--- config.mk ---
export PLATFORM = sky130hd
export DESIGN_NAME = egaio_regs
export DESIGN_NICKNAME = d
export VERILOG_FILES = /design/src/rtl/egaio_pkg.sv /design/src/rtl/egaio_decode.sv /design/src/rtl/egaio_idx_file.sv /design/src/rtl/egaio_unlock.sv /design/src/rtl/egaio_status.sv /design/src/rtl/egaio_regs.sv
export SDC_FILE = /design/constraint.sdc
export NUM_CORES = 1
export LEC_CHECK = 0
export BUFFER_PORTS_ARGS = -buffer_cell sky130_fd_sc_hd__buf_4
export CAP_MARGIN = 40
export CORE_MARGIN = 1
export CORE_UTILIZATION = 51
export DETAILED_ROUTE_END_ITERATION = 7
export PLACE_DENSITY_LB_ADDON = 0.1
export SKIP_LAST_GASP = 1
export SYNTH_ARGS = -nofsm -noshare
export SYNTH_HDL_FRONTEND = slang
export SYNTH_SLANG_ARGS = --single-unit
export TNS_END_PERCENT = 50
--- constraint.sdc ---
create_clock -name clk -period 2.6 [get_ports clk]
set_input_delay 0 -clock clk [delete_from_list [all_inputs] [get_ports clk]]
set_output_delay 0 -clock clk [all_outputs]
set_load 0.05 [all_outputs]
--- src/rtl/egaio_pkg.sv ---
package egaio_pkg;
   localparam int unsigned DW = 8;
   localparam int unsigned AW = 10;

   // upper address nibbles of the three banks
   localparam logic [5:0] HI_MONO   = 6'h3B;
   localparam logic [5:0] HI_COLOR  = 6'h3D;
   localparam logic [5:0] HI_SHARED = 6'h3C;

   // offsets inside the switched bank (position decoded by software)
   localparam logic [3:0] SW_CRTC_IDX = 4'h4;
   localparam logic [3:0] SW_CRTC_DAT = 4'h5;
   localparam logic [3:0] SW_UNLOCK   = 4'h8;
   localparam logic [3:0] SW_STATUS   = 4'hA;
   localparam logic [3:0] SW_EXTMODE  = 4'hB;

   // offsets inside the shared bank
   localparam logic [3:0] SH_CTRL    = 4'h2;
   localparam logic [3:0] SH_SEQ_IDX = 4'h4;
   localparam logic [3:0] SH_SEQ_DAT = 4'h5;
   localparam logic [3:0] SH_GC_IDX  = 4'hE;
   localparam logic [3:0] SH_GC_DAT  = 4'hF;

   localparam logic [AW-1:0] PALEXT_ADDR = 10'h3DD;

   typedef enum logic {LAYOUT_MONO = 1'b0, LAYOUT_COLOR = 1'b1} status_layout_e;

   typedef struct packed {
      logic crtc_idx;
      logic crtc_dat;
      logic unlock;
      logic status;
      logic extmode;
      logic ctrl;
      logic seq_idx;
      logic seq_dat;
      logic gc_idx;
      logic gc_dat;
      logic palext;
   } port_hit_t;
endpackage

--- src/rtl/egaio_decode.sv ---
module egaio_decode
   import egaio_pkg::*;
(
   input  logic [AW-1:0] addr,
   input  logic          color,
   output port_hit_t     hit
);
   logic [5:0] hi;
   logic [3:0] lo;
   logic       in_bank;
   logic       in_shared;

   assign hi        = addr[AW-1:4];
   assign lo        = addr[3:0];
   assign in_bank   = (hi == (color ? HI_COLOR : HI_MONO));
   assign in_shared = (hi == HI_SHARED);

   always_comb begin
      hit          = '0;
      hit.crtc_idx = in_bank && (lo == SW_CRTC_IDX);
      hit.crtc_dat = in_bank && (lo == SW_CRTC_DAT);
      hit.unlock   = in_bank && (lo == SW_UNLOCK);
      hit.status   = in_bank && (lo == SW_STATUS);
      hit.extmode  = in_bank && (lo == SW_EXTMODE);
      hit.ctrl     = in_shared && (lo == SH_CTRL);
      hit.seq_idx  = in_shared && (lo == SH_SEQ_IDX);
      hit.seq_dat  = in_shared && (lo == SH_SEQ_DAT);
      hit.gc_idx   = in_shared && (lo == SH_GC_IDX);
      hit.gc_dat   = in_shared && (lo == SH_GC_DAT);
      hit.palext   = (addr == PALEXT_ADDR);
   end
endmodule

--- src/rtl/egaio_idx_file.sv ---
module egaio_idx_file #(
   parameter int unsigned DEPTH = 8,
   parameter int unsigned WIDTH = 8
) (
   input  logic             clk,
   input  logic             rst_n,
   input  logic             idx_we,
   input  logic             dat_we,
   input  logic [WIDTH-1:0] wdata,
   output logic [WIDTH-1:0] rd_data
);
   localparam int unsigned IW = (DEPTH > 1) ? $clog2(DEPTH) : 1;

   if (DEPTH < 2 || (1 << IW) != DEPTH || IW > WIDTH) begin : g_bad_depth
      $error("egaio_idx_file: DEPTH must be a power of two between 2 and 2**WIDTH");
   end

   logic [IW-1:0]    idx_q;
   logic [WIDTH-1:0] mem_q [DEPTH];

   always_ff @(posedge clk or negedge rst_n) begin
      if (!rst_n) begin
         idx_q <= '0;
         for (int i = 0; i < DEPTH; i++) mem_q[i] <= '0;
      end else begin
         if (idx_we) idx_q <= wdata[IW-1:0];
         if (dat_we) mem_q[idx_q] <= wdata;
      end
   end

   assign rd_data = mem_q[idx_q];

   AST_FILE_HOLD: assert property (@(posedge clk) disable iff (!rst_n)
      (!idx_we && !dat_we) |=> $stable(rd_data));
   AST_FILE_STORE: assert property (@(posedge clk) disable iff (!rst_n)
      (dat_we && !idx_we) |=> (rd_data == $past(wdata)));
endmodule

--- src/rtl/egaio_unlock.sv ---
module egaio_unlock #(
   parameter int unsigned CW     = 2,
   parameter int unsigned THRESH = 1,
   parameter int unsigned WIDTH  = 8
) (
   input  logic             clk,
   input  logic             rst_n,
   input  logic             probe,
   input  logic             ext_wr,
   input  logic [WIDTH-1:0] wdata,
   output logic [WIDTH-1:0] ext_q
);
   localparam logic [CW-1:0] CNT_MAX = {CW{1'b1}};
   localparam logic [CW-1:0] CNT_THR = CW'(THRESH);

   if (((1 << CW) - 1) <= THRESH) begin : g_bad_cw
      $error("egaio_unlock: counter too narrow to pass THRESH");
   end

   logic [CW-1:0] cnt_q;
   logic          open;

   assign open = (cnt_q > CNT_THR);

   always_ff @(posedge clk or negedge rst_n) begin
      if (!rst_n) begin
         cnt_q <= '0;
         ext_q <= '0;
      end else if (ext_wr && open) begin
         cnt_q <= '0;
         ext_q <= wdata;
      end else if (probe && cnt_q != CNT_MAX) begin
         cnt_q <= cnt_q + 1'b1;
      end
   end

   AST_LOCKED_IGNORE: assert property (@(posedge clk) disable iff (!rst_n)
      (ext_wr && !open) |=> $stable(ext_q));
   AST_UNLOCK_CLEARS: assert property (@(posedge clk) disable iff (!rst_n)
      (ext_wr && open) |=> (cnt_q == '0 && ext_q == $past(wdata)));
   AST_CNT_SATURATE: assert property (@(posedge clk) disable iff (!rst_n)
      (cnt_q == CNT_MAX && !ext_wr) |=> (cnt_q == CNT_MAX));
   AST_CNT_QUIET: assert property (@(posedge clk) disable iff (!rst_n)
      (!probe && !ext_wr) |=> $stable(cnt_q));
endmodule

--- src/rtl/egaio_status.sv ---
module egaio_status
   import egaio_pkg::*;
#(
   parameter status_layout_e LAYOUT = LAYOUT_MONO
) (
   input  logic          de,
   input  logic          lpen,
   input  logic          vsync,
   output logic [DW-1:0] stat
);
   if (LAYOUT == LAYOUT_COLOR) begin : g_color
      assign stat = {1'b1, 3'b000, ~vsync, 1'b1, lpen, de};
   end else begin : g_mono
      assign stat = {~vsync, 3'b000, 1'b0, 1'b1, lpen, de};
   end
endmodule

--- src/rtl/egaio_regs.sv ---
module egaio_regs
   import egaio_pkg::*;
#(
   parameter int unsigned CRTC_DEPTH = 32,
   parameter int unsigned SEQ_DEPTH  = 8,
   parameter int unsigned GC_DEPTH   = 16,
   parameter int unsigned UNLOCK_CW  = 2
) (
   input  logic          clk,
   input  logic          rst_n,
   input  logic [9:0]    addr,
   input  logic [7:0]    wdata,
   input  logic          rd,
   input  logic          wr,
   output logic [7:0]    rdata,
   input  logic          de_in,
   input  logic          vsync_in,
   input  logic          lpen_in,
   output logic          color_sel,
   output logic          vram_en,
   output logic [7:0]    ext_mode,
   output logic [7:0]    pal_mode
);
   localparam int unsigned UNLOCK_THRESH = 1;

   logic [DW-1:0] ctrl_q;
   logic [DW-1:0] pal_q;
   logic [DW-1:0] rd_mux;
   logic [DW-1:0] crtc_rd, seq_rd, gc_rd;
   logic [DW-1:0] stat_mono, stat_color;
   port_hit_t     hit;

   assign color_sel = ctrl_q[0];
   assign vram_en   = ctrl_q[1];
   assign pal_mode  = pal_q;

   egaio_decode u_dec (
      .addr  (addr),
      .color (ctrl_q[0]),
      .hit   (hit)
   );

   egaio_idx_file #(.DEPTH(CRTC_DEPTH), .WIDTH(DW)) u_crtc (
      .clk     (clk),
      .rst_n   (rst_n),
      .idx_we  (wr && hit.crtc_idx),
      .dat_we  (wr && hit.crtc_dat),
      .wdata   (wdata),
      .rd_data (crtc_rd)
   );

   egaio_idx_file #(.DEPTH(SEQ_DEPTH), .WIDTH(DW)) u_seq (
      .clk     (clk),
      .rst_n   (rst_n),
      .idx_we  (wr && hit.seq_idx),
      .dat_we  (wr && hit.seq_dat),
      .wdata   (wdata),
      .rd_data (seq_rd)
   );

   egaio_idx_file #(.DEPTH(GC_DEPTH), .WIDTH(DW)) u_gc (
      .clk     (clk),
      .rst_n   (rst_n),
      .idx_we  (wr && hit.gc_idx),
      .dat_we  (wr && hit.gc_dat),
      .wdata   (wdata),
      .rd_data (gc_rd)
   );

   egaio_unlock #(.CW(UNLOCK_CW), .THRESH(UNLOCK_THRESH), .WIDTH(DW)) u_unlock (
      .clk    (clk),
      .rst_n  (rst_n),
      .probe  (rd && hit.unlock),
      .ext_wr (wr && hit.extmode),
      .wdata  (wdata),
      .ext_q  (ext_mode)
   );

   egaio_status #(.LAYOUT(LAYOUT_MONO)) u_stat_mono (
      .de (de_in), .lpen (lpen_in), .vsync (vsync_in), .stat (stat_mono)
   );

   egaio_status #(.LAYOUT(LAYOUT_COLOR)) u_stat_color (
      .de (de_in), .lpen (lpen_in), .vsync (vsync_in), .stat (stat_color)
   );

   always_comb begin
      rd_mux = '0;
      if (hit.crtc_dat)     rd_mux = crtc_rd;
      else if (hit.seq_dat) rd_mux = seq_rd;
      else if (hit.gc_dat)  rd_mux = gc_rd;
      else if (hit.status)  rd_mux = ctrl_q[0] ? stat_color : stat_mono;
   end

   always_ff @(posedge clk or negedge rst_n) begin
      if (!rst_n) begin
         ctrl_q <= '0;
         pal_q  <= '0;
         rdata  <= '0;
      end else begin
         if (wr && hit.ctrl)   ctrl_q <= wdata;
         if (wr && hit.palext) pal_q  <= wdata;
         rdata <= rd ? rd_mux : '0;
      end
   end

   AST_CTRL_LOAD: assert property (@(posedge clk) disable iff (!rst_n)
      (wr && addr == 10'h3C2) |=> (vram_en == $past(wdata[1]) && color_sel == $past(wdata[0])));
   AST_RD_IDLE: assert property (@(posedge clk) disable iff (!rst_n)
      !rd |=> (rdata == '0));
   AST_INACTIVE_ZERO: assert property (@(posedge clk) disable iff (!rst_n)
      (rd && addr[9:4] == (color_sel ? HI_MONO : HI_COLOR)) |=> (rdata == '0));
   AST_STATUS_FIXED: assert property (@(posedge clk) disable iff (!rst_n)
      (rd && hit.status) |=> (rdata[2] && rdata[6:4] == 3'b000));
   AST_PAL_LOAD: assert property (@(posedge clk) disable iff (!rst_n)
      (wr && addr == 10'h3DD) |=> (pal_mode == $past(wdata)));
endmodule

# After elaboration in Yosys (flattened, before gate mapping)
# Cells that the tools add are included.
# word_totals
inputBits	25
wordCells	141
output_inout_bits	26
register_bits	488
# classes
n_bitwise	4
addsub	1
n_reduce_logical	26
eq_ne	12
mux	27
order_cmp	7
# ops
operator	count
256-bit bitwise mux	1
128-bit bitwise mux	1
8-bit 2-to-1 mux	15
64-bit bitwise mux	1
8-bit binary-select mux with 5-bit select	1
8-bit demux with 5-bit select	1
8-bit binary-select mux with 4-bit select	1
8-bit demux with 4-bit select	1
1-bit logical AND	25
8-bit binary-select mux with 3-bit select	1
8-bit demux with 3-bit select	1
4-bit equality test (second input constant)	5
10-bit equality test (second input constant)	1
4-bit by 3-bit equality test with 1-bit output (second input constant)	2
6-bit equality test	1
6-bit equality test (second input constant)	1
6-bit greater-or-equal comparator (second input constant)	1
6-bit by 1-bit less-than comparator with 1-bit output (second input constant)	1
5-bit inverter with 6-bit output	1
5-bit greater-or-equal comparator (second input constant)	1
5-bit by 1-bit less-than comparator with 1-bit output (second input constant)	1
4-bit inverter with 5-bit output	1
4-bit by 2-bit equality test with 1-bit output (second input constant)	1
4-bit greater-or-equal comparator (second input constant)	1
9 further kinds	10

# Longest topological paths before layout
# Gate-level depths: netlist of the first run.
# depth
word_depth	8
ltp_mapped	9
mapped_depth_nobuf	5

# Hierarchy
# Synthesis of the first run repeated with hierarchy kept, for this count alone.
# hier_totals
hier_cells	1620
area_unflattened_um2	23158.5
# by_module_without_submodules
mod	area_each_um2	cells_per_inst	instances
egaio_idx_file (u_crtc)	12110.4	867	1
egaio_idx_file (u_gc)	6078.3	374	1
egaio_idx_file (u_seq)	3205.6	220	1
egaio_regs	1026.0	87	1
egaio_unlock	425.4	27	1
egaio_decode	185.2	25	1
egaio_status	63.8	10	2

# Worst setup path after synthesis of the first run
# Ideal clock, no wire load.
# synth_timing
kind	reg2reg
startpoint	register ctrl_q[0]
endpoint	register u_crtc.mem_q[88] (netlist name)
slack_ps	77
required_ps	2475
setup_time_ps	125
stages_incl_launch_ff	7
synth_period_minus_slack_ps	2523
t_arrival_ps	2398
cell_sequence	dfrtp_1 -> nor3b_1 -> o2111a_4 -> or4b_4 -> buf_12 -> nor2_8 -> mux2_4
# synth_via
elab_chain_cells	4
# synth_rtl
element	line	source
start: declaration	egaio_regs.sv:26	logic [DW-1:0] ctrl_q;
start signal: assignment	egaio_regs.sv:101	if (wr && hit.ctrl) ctrl_q <= wdata;
3-bit 2-to-1 mux	egaio_decode.sv:15	assign in_bank = (hi == (color ? HI_COLOR : HI_MONO));
6-bit equality test	egaio_decode.sv:15	
1-bit logical AND	egaio_decode.sv:21	hit.crtc_dat = in_bank && (lo == SW_CRTC_DAT);
1-bit logical AND	egaio_regs.sv:47	.dat_we (wr && hit.crtc_dat),
end signal: indexed assignment	egaio_idx_file.sv:27	if (dat_we) mem_q[idx_q] <= wdata;
end: declaration	egaio_idx_file.sv:19	logic [WIDTH-1:0] mem_q [DEPTH];
# Every way passes these cells.
# A chain may end at the register's enable or synchronous reset.

# Worst setup path after layout of the first run
# layout_timing
startpoint	register ctrl_q[0]
endpoint	register u_crtc.mem_q[184] (netlist name)
# Same word-level chain as after synthesis.

==> results by group, run 1 <==
Power
  • Total power: 15.7 mW
  • Peak supply drop: 0.418 mV
  • Leakage: 12.6 nW
  • Power Density: 598 mW/mm^2

Logic synthesis
  • Top_reg_cell synth: dfrtp_1
  • XOR/XNOR Fraction of Synth Area: 0.0384%
  • Flops & latches, synth: 488
  • Area leader, netlist: dfrtp_1
  • Synth top area cells: dfrtp_1, mux2_2, mux4_2
  • Syn nets: 1,554
  • Syn avg cell area: 14.9 um^2
  • Post-synth EDFFs: 0
  • Post-Synth Simple-Gate Area: 5.96%
  • Largest family of logic cells by synthesized area: multiplexers
  • Compound-Gate Fraction of Synth Area: 2.71%
  • Post-synthesis cell type count: 67
  • Share of synthesized registers carrying an async set or reset: 100%
  • Synthesis Warnings: 0
  • Synth Area in Adders: 0.110%
  • Top-count cell post-synth: dfrtp_1
  • Yosys top cell area share: 53.6%
  • Sequential cell area fraction in the yosys report: 53.6%
  • Post-synthesis mux area share: 35.2%
  • Mapped Area: 0.0228 mm^2
  • Top cells by count, synth: dfrtp_1, mux2_2, mux4_2, clkbuf_1, mux2i_1
  • Cells after synthesis: 1,527

Clock network
  • H-tree depth: 2
  • Clk sinks: 488
  • Max clock buf depth: 3
  • Root Driver: clkbuf_16
  • Clock-pin slew on the worst setup and hold paths: 0.06 ns
  • CTS tree: built
  • Num CTS Buffers: 52
  • Post-CTS setup buffers: 0
  • Worst skew pair latency: 0.60 ns

Timing
  • Post-route minimum period: 2.52 ns
  • Final Max Slew Viols: 0
  • Hold Vio Cnt, Final: 0
  • Final Cycle Share: 96.9%
  • Setup TNS: 0 ns
  • Clock skew: 0.0200 ns
  • Fmax: 0.397 GHz
  • Final hold slack: 0.0137 ns
  • Rel. slew slack: 43.8%
  • Slew @ Worst Pin: 0.842 ns
  • RSZ-0062 raised after global routing: false
  • Setup violators final: 0

Run status
  • Status: finished clean

Worst setup path
  • Critical Path RT: 3.07 ns
  • R2R Setup Slk: 0.08 ns
  • Worst-path fanout max: 8
  • R2r startpoint: ctrl_q[0]
  • Worst path slowest cell: or4b_4
  • Worst R2R End: u_crtc.mem_q[184]
  • Critical Path AT: 2.99 ns
  • CP Launch Type: register
  • Delay-heaviest family, CP: simple AND/OR/NAND/NOR gates
  • CP bufs+invs: 1
  • Crit path cell chain: buf_4 > and3b_1 > o2111a_4 > or4b_4 > nor2_8 > mux2_2
  • Crit path capture type: register
  • Max incr delay on CP: 0.75 ns
  • R2R cell count: 6
  • Critical path class: reg -> reg

Global routing
  • Initial antenna violation count: 0
  • Congestion Overflow GR: 0
  • Largest net degree at the start of global routing: 81
  • Vias in the first global route: 14.2k
  • First-pass GRT wire length: 89,000 um
  • Total Routing Usage GR: 26.1%

Route
  • Drt wl/cell: 25.1 um
  • Antenna-violating nets left: 0
  • Total wire length: 56,800 um
  • Drc violations: 0
  • First-pass DRT Iterations: 4
  • Drt initial violations: 895
  • Via density: 6.01
  • DR vias: 13.6k

Place
  • Hpwl dp: 36,900 um
  • Post-DP Area: 0.0244 mm^2
  • I/O Buffers: 50
  • GP Congestion: 0.924

Die
  • Full die area: 0.0455 mm^2
  • Die X: 213 um
  • Chip Height: 213 um
  • Boundary pin count: 51
  • Initial Util: 51.6%
  • Core ar.: 0.0441 mm^2
  • Core Rows: 77

Finish
  • Fin area: 0.0263 mm^2
  • Area delta synth->final: 15.3%
  • Share of layout cells above drive strength 1: 53.0%
  • Nets: 1,661

Run
  • Max Cap Viol: 0

Hold path
  • Hold Path Class: in -> async
## through the flow
| stage | setup WS [ns] | util [%] | instances |
|---|---|---|---|
| final | 0.0814 | 59.5 | 2268 |
| after detailed placement | 0.0566 | 55.3 | 2159 |
| after floorplan | 0.0769 | - | 1527 |
| after CTS | 0.0433 | 59.5 | 2267 |
| after global placement | 0.123 | 55.3 | 2159 |
| after global routing | 0.0143 | 59.5 | 2267 |
## registers in the layout, indices dropped and copies added (netlist names)
register,cells
ctrl_q,2
pal_mode,8
rdata,8
u_crtc.idx_q,5
u_crtc.mem_q,256
u_gc.idx_q,4
u_gc.mem_q,128
u_seq.idx_q,3
u_seq.mem_q,64
u_unlock.cnt_q,2
u_unlock.ext_q,8
## kinds of logic after synthesis
kind of cell | count (synthesis)
flip-flops | 488
AO/OA/AOI/OAI | 87
XOR/XNOR | 1
AND/OR/NAND/NOR | 199
buffers and inverters | 129
multiplexers | 621
adder cells (fa/ha/maj) | 2
## layer usage
metal / vias to the layer above / GRT usage, % / wire length [um]
met5: - / 0 / 0
met4: 0 / 5.79 / 968
met3: 65 / 4.32 / 2440
met2: 280 / 39.6 / 26000
met1: 7377 / 39.6 / 27400
li1: 5911 / - / -
## what timing repair did
item / 4_1_cts / 5_1_grt
resized for setup: 0 / 1
hold buffers: 13 / 0
endpoints found under the hold margin: 375 / 0
setup endpoints to repair: 0 / 64
## worst max path at each step
| stage | from | endpoint | slack (ns) | depth (start not counted) |
|---|---|---|---|---|
| after floorplan | ctrl_q[0] | u_crtc.mem_q[88] | 0.08 | 6 |
| final | ctrl_q[0] | u_crtc.mem_q[184] | 0.08 | 6 |
| after global placement | ctrl_q[0] | u_crtc.mem_q[94] | 0.12 | 5 |
| after CTS | ctrl_q[0] | u_crtc.mem_q[94] | 0.04 | 5 |
| after detailed placement | ctrl_q[0] | u_crtc.mem_q[94] | 0.06 | 5 |
| after global routing | ctrl_q[0] | u_crtc.mem_q[94] | 0.01 | 6 |
## cell type report
| class | instances | area (um^2) |
|---|---|---|
| Tap cell | 592 | 741 |
| Clock buffer | 74 | 1560 |
| Multi-Input combinational cell | 910 | 10000 |
| Fill cell | 3566 | 17900 |
| Clock inverter | 21 | 193 |
| Sequential cell | 488 | 12200 |
| Timing Repair Buffer | 171 | 1490 |
| Antenna cell | 1 | 2.50 |
| Inverter | 11 | 41.3 |
## power by group
group | leakage [nW] | switching, mW | total, mW | internal, mW
Clock | 0.875 | 3.06 | 7.51 | 4.45
Combinational | 4.95 | 0.420 | 0.566 | 0.146
Sequential | 6.80 | 0.0215 | 7.63 | 7.61
Total | 12.6 | 3.50 | 15.7 | 12.2
## cells in the final DEF (no fill, tap or decap), drive strengths merged, types with 7 or more instances in the layout
cell type,instances
a21oi,9
buf,158
clkbuf,74
clkinv,16
dfrtp,488
dlygate4sd3,13
inv,11
mux2,492
mux2i,37
mux4,92
nand2,19
nand2b,18
nand3,22
nand4,7
nor2,56
nor2b,10
nor3,13
nor3b,7
nor4,8
o21ai,12
o22ai,20
Power figures use the tool's default switching activity.
==> run 2, diff against run 1 <==
SETUP_SLACK_MARGIN = 0.3   (was unset)
==> results by group, run 2 (synthesized netlist as in run 1, its figures left out) <==
Finish
  • Filler cells: 3,512 (-1.5%)
  • Commonest non-fill, non-tap cell in the layout: dfrtp_1
  • Nets: 1,667 (+0.36%)
  • Most flops, register: u_crtc.mem_q
  • Fin area: 0.0265 mm^2 (+0.80%)
  • Combined flip-flop and latch cell area: 0.0122 mm^2 (about the same)
  • Non-filler instance count after layout: 2,271 (+0.13%)
  • Multi-input combinational cell area: 0.0102 mm^2 (+1.5%)
  • # diodes: 0 (-1)
  • Final core occ: 60.0% (+0.47 points)
  • Share of layout cells above drive strength 1: 52.7% (-0.25 points)
  • Commonest non-fill, non-tap cells in the layout: dfrtp_1, mux2_2, buf_4, mux4_2, clkbuf_16
  • Largest register FFs: 256 (unchanged)
  • Area delta synth->final: 16.2%
  • Leading registers by flop count: u_crtc.mem_q: 256 flops, u_gc.mem_q: 128 flops, u_seq.mem_q: 64 flops

Timing
  • Hold Vio Cnt, Final: 0 (unchanged)
  • Post-route minimum period: 2.33 ns (-0.189 ns)
  • Slew @ Worst Pin: 0.830 ns (-0.0123 ns)
  • Setup TNS: 0 ns (unchanged)
  • Clock skew: 0.0204 ns (+0.000473 ns)
  • Setup violators final: 0 (unchanged)
  • Rel. slew slack: 44.7% (+0.82 points)
  • RSZ-0062 raised after global routing: true
  • Final Max Slew Viols: 0 (unchanged)
  • Fmax: 0.429 GHz (+8.1%)
  • Final setup margin: 0.270 ns (+0.189 ns)
  • Final hold slack: 0.0494 ns (+0.0357 ns)
  • Final Cycle Share: 89.6% (-7.3 points)

Global routing
  • Initial antenna violation count: 0 (unchanged)
  • Congestion Overflow GR: 0 (unchanged)
  • Largest net degree at the start of global routing: 74 (-8.6%)
  • Vias in the first global route: 14.2k (-0.17%)
  • Total Routing Usage GR: 26.4% (+0.28 points)
  • First-pass GRT wire length: 89,600 um (+0.69%)

Route
  • Drc violations: 0 (unchanged)
  • First-pass DRT Iterations: 5 (+1)
  • Via density: 6.06 (+0.88%)
  • Drt initial violations: 971 (+8.5%)
  • Antenna-violating nets left: 0 (unchanged)
  • Drt wl/cell: 25.4 um (+1.4%)
  • Total wire length: 57,700 um (+1.5%)
  • DR vias: 13.8k (+1.0%)

Place
  • Hpwl dp: 36,700 um (-0.60%)
  • Post-DP Area: 0.0243 mm^2 (-0.16%)
  • Setup WS pre-CTS: 0.194 ns (+0.137 ns)
  • I/O Buffers: 50 (unchanged)
  • DP Cell Count: 2,151 (-0.37%)
  • GP Congestion: 0.882 (-4.6%)

Power
  • Logic pwr share: 3.7% (about the same)
  • Leakage: 12.7 nW (+0.52%)
  • Sw Ratio: 22.2% (-0.12 points)
  • Total power: 15.7 mW (+0.11%)
  • Clock power share: 47.8% (about the same)
  • Power Density: 594 mW/mm^2 (-0.68%)
  • Sw Pwr: 3.49 mW (-0.45%)
  • Peak supply drop: 0.504 mV (+21%)
  • Seq pwr share: 48.5% (about the same)
  • Pint: 12.2 mW (+0.27%)

Hold path
  • Hold Path Class: in -> reg

Clock network
  • Clk sinks: 488 (unchanged)
  • Num CTS Buffers: 53 (+1.9%)
  • CTS tree: built
  • Root Driver: clkbuf_16
  • H-tree depth: 2 (unchanged)
  • Clock-pin slew on the worst setup and hold paths: 0.06 ns (about the same)
  • Max clock buf depth: 3 (unchanged)
  • Worst skew pair latency: 0.61 ns (about the same)

Worst setup path
  • Critical Path AT: 2.81 ns (-0.18 ns)
  • CP Launch Type: register
  • Critical Path RT: 3.08 ns (about the same)
  • Critical path class: reg -> reg
  • Worst-path fanout max: 8 (unchanged)
  • Crit path capture type: register

Run
  • Max Cap Viol: 0 (unchanged)

Die
  • Initial Util: 51.6% (unchanged)
  • Boundary pin count: 51 (unchanged)
  • Chip Height: 213 um (unchanged)
  • Core ar.: 0.0441 mm^2 (unchanged)
  • Full die area: 0.0455 mm^2 (unchanged)
  • Core Rows: 77 (unchanged)
  • Die X: 213 um (unchanged)

Run status
  • Status: finished clean
==> run 2: cell types whose count changed in the layout (fill, tap and decap cells not counted), moves of 2 or more <==
cell,change
mux2_2,-38
mux2_4,+38
clkbuf_1,+6
clkinv_2,-5
buf_4,+2
clkbuf_16,+2
clkinvlp_4,-2
dfrtp_1,-2
dfrtp_4,+2
dlygate4sd3_1,+2
==> run 2: cell type report <==
class,instances,share of cell area (%)
Clock buffer,82,6.15
Clock inverter,12,0.430
Inverter,11,0.156
Multi-Input combinational cell,910,38.5
Sequential cell,488,46.2
Tap cell,592,2.80
Timing Repair Buffer,176,5.82
==> run 2: timing repair <==
action	4_1_cts	5_1_grt
hold endpoints to repair	466	0
cloned	0	0
pin swaps	4	7
buffers inserted	5	5
resized for setup	20	19
hold buffers	16	0
setup endpoints to repair	82	87
==> run 2: path summary, 6_finish.rpt <==
path | cells past startpoint | endpoint | slack, ns | startpoint
max | 6 | u_crtc.mem_q[59] | 0.27 | ctrl_q[0]
min | 4 | rdata[2] | 0.05 | addr[4]
max reg2reg | 6 | u_crtc.mem_q[59] | 0.27 | ctrl_q[0]
min reg2reg | 1 | u_crtc.mem_q[8] | 0.50 | u_crtc.mem_q[8]
max in group asynchronous | 4 | u_seq.mem_q[32] | 1.01 | rst_n
min in group asynchronous | 3 | u_seq.mem_q[1] | 0.54 | rst_n
==> run 2: routing by layer <==
| metal | wire length, um | global-route usage (%) | share of wire [%] | up-vias |
|---|---|---|---|---|
| li1 | - | - | - | 5919 |
| met1 | 27300 | 40.3 | 47 | 7414 |
| met2 | 26100 | 39.3 | 45 | 361 |
| met3 | 3230 | 5.08 | 5.6 | 77 |
| met4 | 1050 | 5.49 | 1.8 | 0 |
| met5 | 0 | 0 | 0 | - |
==> run 2: worst max-delay path, stage by stage (launching register included) <==
cell,delay [ns]
dfrtp_2,0.43
nor3b_4,0.22
o2111a_4,0.27
or4b_4,0.49
buf_12,0.20
nor2_8,0.24
mux2_2,0.36
==> run 2: power groups by stage <==
stage | Clock, mW | Sequential (mW) | Combinational, mW
4_1_cts | 7.67 | 7.62 | 0.592
6_report | 7.51 | 7.63 | 0.587
5_1_grt | 7.98 | 7.62 | 0.643
2_1_floorplan | 0 | 7.76 | 0.213
3_5_place_dp | 0 | 7.76 | 0.569
3_3_place_gp | 0 | 7.76 | 0.563
